File: src/rtl/txsel_pkg.sv
package txsel_pkg;

    localparam int BYTE_W     = 8;
    localparam int CTL_W      = 2;
    localparam int CHAR_W     = BYTE_W + CTL_W;
    localparam int MODE_ENC   = 1;
    localparam int MODE_SYNC  = 0;

    localparam logic [BYTE_W-1:0] BYTE_K28_5 = 8'hBC;
    localparam logic [BYTE_W-1:0] BYTE_C0_7  = 8'hE0;

    typedef enum logic [1:0] {
        KIND_DATA    = 2'd0,
        KIND_SPECIAL = 2'd1,
        KIND_VIOL    = 2'd2,
        KIND_RAW     = 2'd3
    } char_kind_e;

    typedef enum logic [CTL_W-1:0] {
        CTL_DATA    = 2'd0,
        CTL_SPECIAL = 2'd1,
        CTL_SYNC    = 2'd2,
        CTL_VIOL    = 2'd3
    } ctl_code_e;

    typedef struct packed {
        logic [BYTE_W-1:0] data;
        logic [CTL_W-1:0]  ctl;
        logic [1:0]        mode;
        logic              perr;
        logic              bist;
    } in_word_t;

    typedef struct packed {
        char_kind_e        kind;
        logic [CHAR_W-1:0] chr;
        logic              drop;
    } out_word_t;

endpackage

File: src/rtl/txsel_prbs.sv
module txsel_prbs #(
    parameter int             W    = 9,
    parameter int             TAP  = 5,
    parameter logic [W-1:0]   SEED = '1,
    parameter int             OUT_W = 8
) (
    input  logic             clk,
    input  logic             rst_n,
    input  logic             en_i,
    output logic [OUT_W-1:0] pattern_o
);

    logic [W-1:0] state_d, state_q;

    always_comb begin
        if (en_i) begin
            state_d = {state_q[W-2:0], state_q[W-1] ^ state_q[TAP-1]};
        end else begin
            state_d = SEED;
        end
    end

    always_ff @(posedge clk) begin
        if (!rst_n) begin
            state_q <= SEED;
        end else begin
            state_q <= state_d;
        end
    end

    assign pattern_o = state_q[OUT_W-1:0];

    AST_PRBS_NONZERO: assert property (@(posedge clk) disable iff (!rst_n)
        state_q != '0);

    AST_PRBS_RESEED: assert property (@(posedge clk) disable iff (!rst_n)
        !en_i |=> state_q == SEED);

    AST_PRBS_SHIFT: assert property (@(posedge clk) disable iff (!rst_n)
        en_i |=> state_q[W-1:1] == $past(state_q[W-2:0]));

endmodule

File: src/rtl/txsel_sync.sv
module txsel_sync #(
    parameter int LEN = 16
) (
    input  logic clk,
    input  logic rst_n,
    input  logic start_i,
    output logic busy_o
);

    localparam int CNT_W = (LEN > 2) ? $clog2(LEN) : 1;
    localparam logic [CNT_W-1:0] CNT_LOAD = CNT_W'(LEN - 1);

    logic [CNT_W-1:0] cnt_d, cnt_q;

    always_comb begin
        cnt_d = cnt_q;
        if (start_i) begin
            cnt_d = CNT_LOAD;
        end else if (cnt_q != '0) begin
            cnt_d = cnt_q - 1'b1;
        end
    end

    always_ff @(posedge clk) begin
        if (!rst_n) begin
            cnt_q <= '0;
        end else begin
            cnt_q <= cnt_d;
        end
    end

    assign busy_o = (cnt_q != '0);

    AST_SYNC_COUNTDOWN: assert property (@(posedge clk) disable iff (!rst_n)
        (cnt_q != '0) |=> cnt_q == $past(cnt_q) - 1'b1);

    AST_SYNC_NO_RESTART: assert property (@(posedge clk) disable iff (!rst_n)
        start_i |-> cnt_q == '0);

    AST_SYNC_LOAD: assert property (@(posedge clk) disable iff (!rst_n)
        start_i |=> cnt_q == CNT_LOAD);

endmodule

File: src/rtl/tx_char_source_sel.sv
module tx_char_source_sel
    import txsel_pkg::*;
#(
    parameter int            SYNC_LEN  = 16,
    parameter int            PRBS_W    = 9,
    parameter int            PRBS_TAP  = 5,
    parameter logic [PRBS_W-1:0] PRBS_SEED = '1
) (
    input  logic        clk,
    input  logic        rst_n,
    input  logic [1:0]  mode_i,
    input  logic [7:0]  data_i,
    input  logic [1:0]  ctl_i,
    input  logic        phase_err_i,
    input  logic        bist_en_i,
    output logic [1:0]  kind_o,
    output logic [9:0]  char_o,
    output logic        drop_o
);

    typedef struct packed {
        in_word_t  inw;
        out_word_t outw;
    } sel_state_t;

    sel_state_t        st_d, st_q;
    logic              sync_start;
    logic              sync_busy;
    logic [BYTE_W-1:0] prbs_byte;

    txsel_prbs #(
        .W     (PRBS_W),
        .TAP   (PRBS_TAP),
        .SEED  (PRBS_SEED),
        .OUT_W (BYTE_W)
    ) u_prbs (
        .clk       (clk),
        .rst_n     (rst_n),
        .en_i      (st_q.inw.bist),
        .pattern_o (prbs_byte)
    );

    txsel_sync #(
        .LEN (SYNC_LEN)
    ) u_sync (
        .clk     (clk),
        .rst_n   (rst_n),
        .start_i (sync_start),
        .busy_o  (sync_busy)
    );

    always_comb begin
        st_d       = st_q;
        sync_start = 1'b0;

        st_d.inw.data = data_i;
        st_d.inw.ctl  = ctl_i;
        st_d.inw.mode = mode_i;
        st_d.inw.perr = phase_err_i;
        st_d.inw.bist = bist_en_i;

        st_d.outw.drop = sync_busy;

        if (st_q.inw.perr) begin
            st_d.outw.kind = KIND_VIOL;
            st_d.outw.chr  = {{CTL_W{1'b0}}, BYTE_C0_7};
        end else if (st_q.inw.bist) begin
            st_d.outw.kind = KIND_DATA;
            st_d.outw.chr  = {{CTL_W{1'b0}}, prbs_byte};
        end else if (sync_busy) begin
            st_d.outw.kind = KIND_SPECIAL;
            st_d.outw.chr  = {{CTL_W{1'b0}}, BYTE_K28_5};
        end else if (!st_q.inw.mode[MODE_ENC]) begin
            st_d.outw.kind = KIND_RAW;
            st_d.outw.chr  = {st_q.inw.ctl, st_q.inw.data};
        end else begin
            unique case (ctl_code_e'(st_q.inw.ctl))
                CTL_DATA: begin
                    st_d.outw.kind = KIND_DATA;
                    st_d.outw.chr  = {{CTL_W{1'b0}}, st_q.inw.data};
                end
                CTL_SPECIAL: begin
                    st_d.outw.kind = KIND_SPECIAL;
                    st_d.outw.chr  = {{CTL_W{1'b0}}, st_q.inw.data};
                end
                CTL_SYNC: begin
                    st_d.outw.kind = KIND_SPECIAL;
                    st_d.outw.chr  = {{CTL_W{1'b0}}, BYTE_K28_5};
                    sync_start     = st_q.inw.mode[MODE_SYNC];
                end
                default: begin
                    st_d.outw.kind = KIND_VIOL;
                    st_d.outw.chr  = {{CTL_W{1'b0}}, BYTE_C0_7};
                end
            endcase
        end
    end

    always_ff @(posedge clk) begin
        if (!rst_n) begin
            st_q           <= '0;
            st_q.outw.kind <= KIND_RAW;
        end else begin
            st_q <= st_d;
        end
    end

    assign kind_o = st_q.outw.kind;
    assign char_o = st_q.outw.chr;
    assign drop_o = st_q.outw.drop;

    AST_PERR_FORCES_VIOL: assert property (@(posedge clk) disable iff (!rst_n)
        st_q.inw.perr |=> (kind_o == KIND_VIOL && char_o == 10'h0E0));

    AST_BIST_IS_DATA: assert property (@(posedge clk) disable iff (!rst_n)
        (st_q.inw.bist && !st_q.inw.perr) |=> kind_o == KIND_DATA);

    AST_SYNC_SLOT_K: assert property (@(posedge clk) disable iff (!rst_n)
        (sync_busy && !st_q.inw.perr && !st_q.inw.bist)
        |=> (kind_o == KIND_SPECIAL && char_o == 10'h0BC));

    AST_DROP_IN_RUN: assert property (@(posedge clk) disable iff (!rst_n)
        sync_busy |=> drop_o);

    AST_NO_DROP_IDLE: assert property (@(posedge clk) disable iff (!rst_n)
        !sync_busy |=> !drop_o);

    AST_RAW_PASS: assert property (@(posedge clk) disable iff (!rst_n)
        (!st_q.inw.perr && !st_q.inw.bist && !sync_busy && !st_q.inw.mode[MODE_ENC])
        |=> (kind_o == KIND_RAW
             && char_o == $past({st_q.inw.ctl, st_q.inw.data})));

endmodule

File: config.mk
export PLATFORM = sky130hd
export DESIGN_NAME = tx_char_source_sel
export DESIGN_NICKNAME = d
export VERILOG_FILES = /design/src/rtl/txsel_pkg.sv /design/src/rtl/txsel_prbs.sv /design/src/rtl/txsel_sync.sv /design/src/rtl/tx_char_source_sel.sv
export SDC_FILE = /design/constraint.sdc
export NUM_CORES = 1
export LEC_CHECK = 0
export BUFFER_PORTS_ARGS = -buffer_cell sky130_fd_sc_hd__buf_2
export CAP_MARGIN = 20
export CORE_UTILIZATION = 35
export CTS_CLUSTER_DIAMETER = 40
export CTS_CLUSTER_SIZE = 14
export DETAILED_ROUTE_END_ITERATION = 12
export SLEW_MARGIN = 0
export SYNTH_ARGS = -nofsm -noshare
export SYNTH_HDL_FRONTEND = slang
export SYNTH_SLANG_ARGS = --single-unit
File: constraint.sdc
create_clock -name clk -period 1.45 [get_ports clk]
set_clock_uncertainty 0.15 [all_clocks]
set_input_delay 0.29 -clock clk [delete_from_list [all_inputs] [get_ports clk]]
set_output_delay 0.29 -clock clk [all_outputs]
set_load 0.005 [all_outputs]
==> summary.txt, run 1 <==
STA
  – Relative slew slack: between 70% and 80%
  – Tmin final: between 1.5 and 2 ns
  – Final setup vio count: 10
  – Minimum hold slack: about 0.043 ns
  – Worst-margin pin slew: 0.336 ns
  – Final period util: 108%
  – Final Hold Violating Endpoints: 0
  – Fmax: 640 MHz
  – Fin worst setup slack: -0.113 ns
  – RSZ-0062 raised after global routing: true
  – Slew Limit Fails: 0

Finish
  – Post-layout util: roughly half
  – Nets: ~220
  – Most common cell after layout, fill and taps aside: dfxtp_1
  – Syn-to-layout area delta: 30.9%
  – Most frequent cells in the layout: dfxtp_1, buf_2, buf_4, and2_1, nand2_1
  – Layout cells sized above 1: ~46%
  – Diode count: 0
  – Final instance area: 2040 sq um
  – Fillers: between 400 and 500

Setup path
  – Crit Path Class: reg -> reg
  – Worst EP required: around 1.5 ns
  – R2R depth: 4
  – Endpoint class of the critical path: flop
  – CP Cell Sequence: inv_2, ha_4, or4b_4, nor4b_4
  – Crit Reg-Reg Startpoint: u_sync.cnt_q[1]$_SDFFE_PN0P_
  – CP arrival: 1.62 ns
  – CP max-delay cell: or4b_4
  – FF-to-FF End: char_o[8]$_SDFF_PP0_
  – Worst path max stage delay: 0.51 ns
  – CP max FO: 5
  – Setup crit start kind: flop
  – Reg-to-reg slack, setup: -0.11 ns

Floorplan
  – Core area: between 4000 and 5000 sq um
  – Die ar.: approximately 4700 sq um
  – Ports: 29
  – DIE WIDTH: between 60 and 70 um
  – Row cnt: 23
  – Initial Utilization: a little under two fifths
  – Die extent in y: around 70 um

Synthesis
  – Post-synth EDFFs: 0
  – Biggest area consumer among synthesized cells: dfxtp_1
  – Largest family of logic cells by synthesized area: simple AND/OR/NAND/NOR gates
  – Ys async rst share: 0%
  – Post-synthesis share of cell area spent on xor and xnor gates: less than 1%
  – Top FF cell, synth: dfxtp_1
  – Syn Inst Count: approximately 150
  – Largest cells by area after synthesis: dfxtp_1, and2_1, buf_4
  – Syn_area_per_cell: approximately 10 sq um
  – Mapped Area: 1560 sq um
  – Yosys cell types: 37
  – Mux cell area share after synthesis: less than 1%
  – Post-Synth Simple-Gate Area: approximately a quarter
  – Syn nets: 173
  – Share of the synthesized area in the top cell type: 51.4%
  – Adder-Cell Fraction of Synth Area: 4.01%
  – Register area share after synthesis: between 50% and 60%
  – Compound-gate portion of the synthesized area: 11.1%
  – YS warnings: 0
  – Synthesis-stage register bit count: 40

Place
  – Post-DP HPWL: ~2400 um
  – Dpl cell area: about 1800 sq um
  – IO Port Bufs: 28
  – Routability cong.: around 0.80

GRT
  – Congestion Overflow GR: 0
  – Pin count of the biggest net entering global routing: 16
  – Global-route wire length before repair: about 5300 um
  – Initial antenna violation count: 0
  – Vias in the first global route: between 1000 and 1500
  – Total GRT Usage: 16.0%

Clock tree
  – Htree depth: 2
  – CTS sink cnt: 40
  – CTS root buffer: clkbuf_8
  – Clk Latency, worst-skew pair: 0.29 ns
  – Worst-path clk slew: about 0.08 ns
  – Num CTS Buffers: 5
  – CTS tree: built
  – Longest Clk Path Bufs: 2
  – CTS Hold Bufs: 0

Flow run
  – Max-cap violations: 0

Routing
  – WL final: ~3300 um
  – Vias post-DR: between 1000 and 1500
  – Vias/cell: between 4 and 5
  – Routed Antenna Nets: 0
  – WL per Instance: between 10 and 15 um
  – Post-route DRC violation count: 0
  – 1st-iter DRT viols: roughly 70
  – TritonRoute pass-1 iters: 4

Power
  – Maximum VDD drop: 0.597 mV
  – Power per Cell Area: about 1600 nW/um^2
  – Leakage: 0.893 nW
  – Total power: roughly 0.0033 W

Status
  – Violated checks: setup timing
  – Outcome: finished with violations

Worst hold path
  – Hold Path Cell Cnt: 2
  – Worst Hold End: st_q[22]$_SDFF_PN0_
  – Min-delay worst type: in -> reg
  – Hold Crit Start: data_i[3]
metrics by stage:
step / TNS [ns] / worst slack [ns] / std cells
after detailed placement: -1.19 / -0.121 / 232
final: -0.732 / -0.113 / 245
after global placement: -0.819 / -0.105 / 232
after floorplan: -0.0469 / -0.0275 / 152
after global routing: -1.44 / -0.171 / 245
after CTS: -0.601 / -0.107 / 242
what timing repair did:
item,in CTS,in global routing
resized for setup,8,5
setup endpoints to repair,13,14
buffers inserted,2,3
pin swaps,1,4
metal layers:
metal	GRT usage (%)	up-vias	share of wire, %
li1	-	592	-
met1	18.9	550	43
met2	26.1	39	49
met3	3.95	7	5.1
met4	9.95	0	2.4
met5	0	-	0
cells in the mapped netlist, drive strengths merged (3+ instances only):
master	number
dfxtp	40
and2	17
buf	14
nand2	9
inv	6
or2	6
ha	5
clkbuf	4
o21ai	4
a31o	3
nand2b	3
nor2	3
nor2b	3
nor4b	3
o221a	3
worst max-delay path: cells and delay by family (launching register included):
family | cells | cell delay (ns)
buf+inv | 1 | 0.07
fa+ha+maj | 1 | 0.15
simple gates | 2 | 0.77
flops | 1 | 0.33
how the worst max path moves through the flow:
stage               slack [ns]                          from                      endpoint
floorplan                -0.03  u_sync.cnt_q[1]$_SDFFE_PN0P_          char_o[8]$_SDFF_PP0_
global placement         -0.10  u_sync.cnt_q[1]$_SDFFE_PN0P_  u_sync.cnt_q[1]$_SDFFE_PN0P_
detailed placement       -0.12  u_sync.cnt_q[1]$_SDFFE_PN0P_          char_o[8]$_SDFF_PP0_
CTS                      -0.11  u_sync.cnt_q[1]$_SDFFE_PN0P_          char_o[9]$_SDFF_PP0_
global route             -0.17  u_sync.cnt_q[1]$_SDFFE_PN0P_          char_o[8]$_SDFF_PP0_
finish                   -0.11  u_sync.cnt_q[1]$_SDFFE_PN0P_          char_o[8]$_SDFF_PP0_
power by group:
group / internal (W) / leakage, nW / switching [W]
Sequential: 0.00124 / 0.332 / 0.0000966
Clock: 0.000518 / 0.0548 / 0.000393
Combinational: 0.000627 / 0.507 / 0.000467
cell type report:
class | instances | area [sq um] | area share (%)
sequential | 40 | 806 | 39.5
multi-input combinational | 88 | 703 | 34.5
timing repair buffer | 53 | 332 | 16.2
clock buffer | 5 | 68.8 | 3.37
tap | 50 | 62.6 | 3.07
clock inverter | 3 | 46.3 | 2.27
inverter | 6 | 22.5 | 1.10
sequential cells by signal, summed over array words and instances, names as in the netlist:
register,flops
u_sync.cnt_q,4
char_o,10
u_prbs.state_q,9
st_q,14
drop_o,1
kind_o,2
logic make-up (layout without fill, tap and decap cells):
| logic type | count (synthesis) | in the layout |
|---|---|---|
| AO/OA/AOI/OAI | 22 | 22 |
| flip-flops | 40 | 40 |
| AND/OR/NAND/NOR | 59 | 59 |
| adder cells (fa/ha/maj) | 5 | 5 |
| buffers and inverters | 24 | 67 |
| XOR/XNOR | 1 | 1 |
| multiplexers | 1 | 1 |
Note: power is estimated with default switching activity, not from simulation.
==> inputs of run 2 (changes only) <==
PLACE_DENSITY = 0.52   (was unset)
clock period = 1.5 ns   (was 1.45 ns; I/O delays follow)
==> summary.txt, run 2 (same netlist as run 1, synthesis figures left out) <==
Floorplan
  – Core area: 4140 sq um (unchanged)
  – DIE WIDTH: 68.7 um (unchanged)
  – Ports: 29 (unchanged)
  – Die ar.: 4730 sq um (unchanged)
  – Row cnt: 23 (unchanged)
  – Initial Utilization: 37.6% (unchanged)
  – Die extent in y: 68.7 um (unchanged)

Power
  – Power per Cell Area: 1530 nW/um^2 (was 1640 nW/um^2)
  – Maximum VDD drop: 0.772 mV (was 0.597 mV)
  – Leakage: 0.835 nW (was 0.893 nW)

Place
  – Dpl cell area: 1770 sq um (was 1830 sq um)
  – IO Port Bufs: 28 (unchanged)
  – Routability cong.: 0.758 (was 0.805)
  – Post-DP HPWL: 2220 um (was 2440 um)
  – Placed Cells: 225 (was 232)

Flow run
  – Max-cap violations: 0 (unchanged)

Routing
  – Vias post-DR: 1120 (was 1188)
  – 1st-iter DRT viols: 38 (was 69)
  – WL final: 3130 um (was 3270 um)
  – WL per Instance: 13.3 um (was 13.4 um)
  – Post-route DRC violation count: 0 (unchanged)
  – Routed Antenna Nets: 0 (unchanged)
  – Vias/cell: 4.75 (was 4.85)
  – TritonRoute pass-1 iters: 4 (unchanged)

STA
  – Minimum hold slack: 0.0657 ns (was 0.0428 ns)
  – Final setup vio count: 4 (was 10)
  – Slew Limit Fails: 0 (unchanged)
  – Fin worst setup slack: -0.0554 ns (was -0.113 ns)
  – Setup TNS: -0.130 ns (was -0.732 ns)
  – Final Hold Violating Endpoints: 0 (unchanged)
  – Tmin final: 1.56 ns (about the same)
  – Fmax: 643 MHz (was 640 MHz)
  – Worst-margin pin slew: 0.302 ns (was 0.336 ns)
  – Relative slew slack: 79.8% (was 77.5%)
  – RSZ-0062 raised after global routing: true (unchanged)
  – Final period util: 104% (was 108%)

Clock tree
  – Num CTS Buffers: 5 (unchanged)
  – CTS root buffer: clkbuf_8 (unchanged)
  – Longest Clk Path Bufs: 2 (unchanged)
  – CTS sink cnt: 40 (unchanged)
  – CTS tree: built (unchanged)
  – Worst-path clk slew: 0.07 ns (was 0.08 ns)
  – Clk Latency, worst-skew pair: 0.28 ns (was 0.29 ns)
  – Htree depth: 2 (unchanged)

Finish
  – Most common cell after layout, fill and taps aside: dfxtp_1 (unchanged)
  – Final instance area: 1940 sq um (was 2040 sq um)
  – Top reg by flops: st_q (unchanged)
  – Most frequent cells in the layout: dfxtp_1, buf_2, and2_1, buf_4, nand2_1 (was dfxtp_1, buf_2, buf_4, and2_1, nand2_1)
  – Diode count: 0 (unchanged)
  – Fin cells: 236 (was 245)
  – Max reg flops: 14 (unchanged)
  – Fillers: 418 (was 408)
  – Layout cells sized above 1: 43.5% (was 46.2%)
  – Syn-to-layout area delta: 24.2% (was 30.9%)
  – Nets: 207 (was 215)
  – Post-layout util: 46.7% (was 49.2%)

Setup path
  – CP Cell Sequence: inv_2, ha_4, or4b_4, nor4b_4 (unchanged)
  – CP max-delay cell: or4b_4 (unchanged)
  – CP max FO: 5 (unchanged)
  – Crit Path Class: reg -> reg (unchanged)
  – Endpoint class of the critical path: flop (unchanged)
  – CP arrival: 1.60 ns (was 1.62 ns)
  – R2R depth: 4 (unchanged)
  – Worst EP required: 1.55 ns (was 1.50 ns)
  – Reg-to-reg slack, setup: -0.06 ns (was -0.11 ns)
  – Setup crit start kind: flop (unchanged)
  – Worst path max stage delay: 0.51 ns (about the same)

Status
  – Violated checks: setup timing (unchanged)
  – Outcome: finished with violations (unchanged)

GRT
  – Pin count of the biggest net entering global routing: 26 (was 16)
  – Total GRT Usage: 15.4% (was 16.0%)
  – Global-route wire length before repair: 5060 um (was 5260 um)
  – Vias in the first global route: 1150 (was 1110)
  – Congestion Overflow GR: 0 (unchanged)
  – Initial antenna violation count: 0 (unchanged)

Worst hold path
  – Hold Path Cell Cnt: 2 (unchanged)
  – Min-delay worst type: in -> reg (unchanged)
run 2: repair_timing:
item | 4_1_cts | 5_1_grt
buffers inserted | 2 | 2
pin swaps | 2 | 0
endpoints found under the setup margin | 10 | 13
gates resized for setup | 5 | 8
hold buffers | 0 | 0
run 2: report_power, final:
part / total (W) / internal [W] / switching, W
combinational: 0.00101 / 0.000587 / 0.000426
clock: 0.000659 / 0.000316 / 0.000343
sequential: 0.00129 / 0.00120 / 0.0000866
run 2: area by class of cell:
class	instances	area [sq um]	area share (%)
Sequential cell	40	807	41.7
Clock inverter	1	5.00	0.259
Timing Repair Buffer	45	272	14.0
Clock buffer	6	72.6	3.75
Inverter	6	22.5	1.16
Multi-Input combinational cell	88	694	35.9
Tap cell	50	62.6	3.23
run 2: metrics by stage:
stage	worst slack (ns)	power, W
floorplan	0.0225	0.00184
detailed placement	-0.0973	0.00215
CTS	-0.0516	0.00289
global placement	-0.0197	0.00213
finish	-0.0554	0.00296
global route	-0.135	0.00315
run 2: worst paths after layout:
path,from,endpoint
max,u_sync.cnt_q[0]$_SDFFE_PN0P_,char_o[9]$_SDFF_PP0_
min reg2reg,u_prbs.state_q[6]$_SDFF_PN1_,u_prbs.state_q[7]$_SDFF_PN1_
min,data_i[2],st_q[21]$_SDFF_PN0_
max reg2reg,u_sync.cnt_q[0]$_SDFFE_PN0P_,char_o[9]$_SDFF_PP0_
run 2: critical path, delay by kind of cell, from the launching register on:
| family | cells | cell delay [ns] |
|---|---|---|
| and+or+nand+nor | 2 | 0.78 |
| DFF | 1 | 0.32 |
| adders and majority gates | 1 | 0.14 |
| buffers and inverters | 1 | 0.07 |
run 2: per-layer routing:
metal / vias to the layer above / track usage, % / part of all wire [%]
met1: 512 / 17.0 / 45
met5: - / 0 / 0
li1: 575 / - / -
met3: 5 / 3.95 / 4.9
met2: 28 / 27.0 / 48
met4: 0 / 8.42 / 1.8
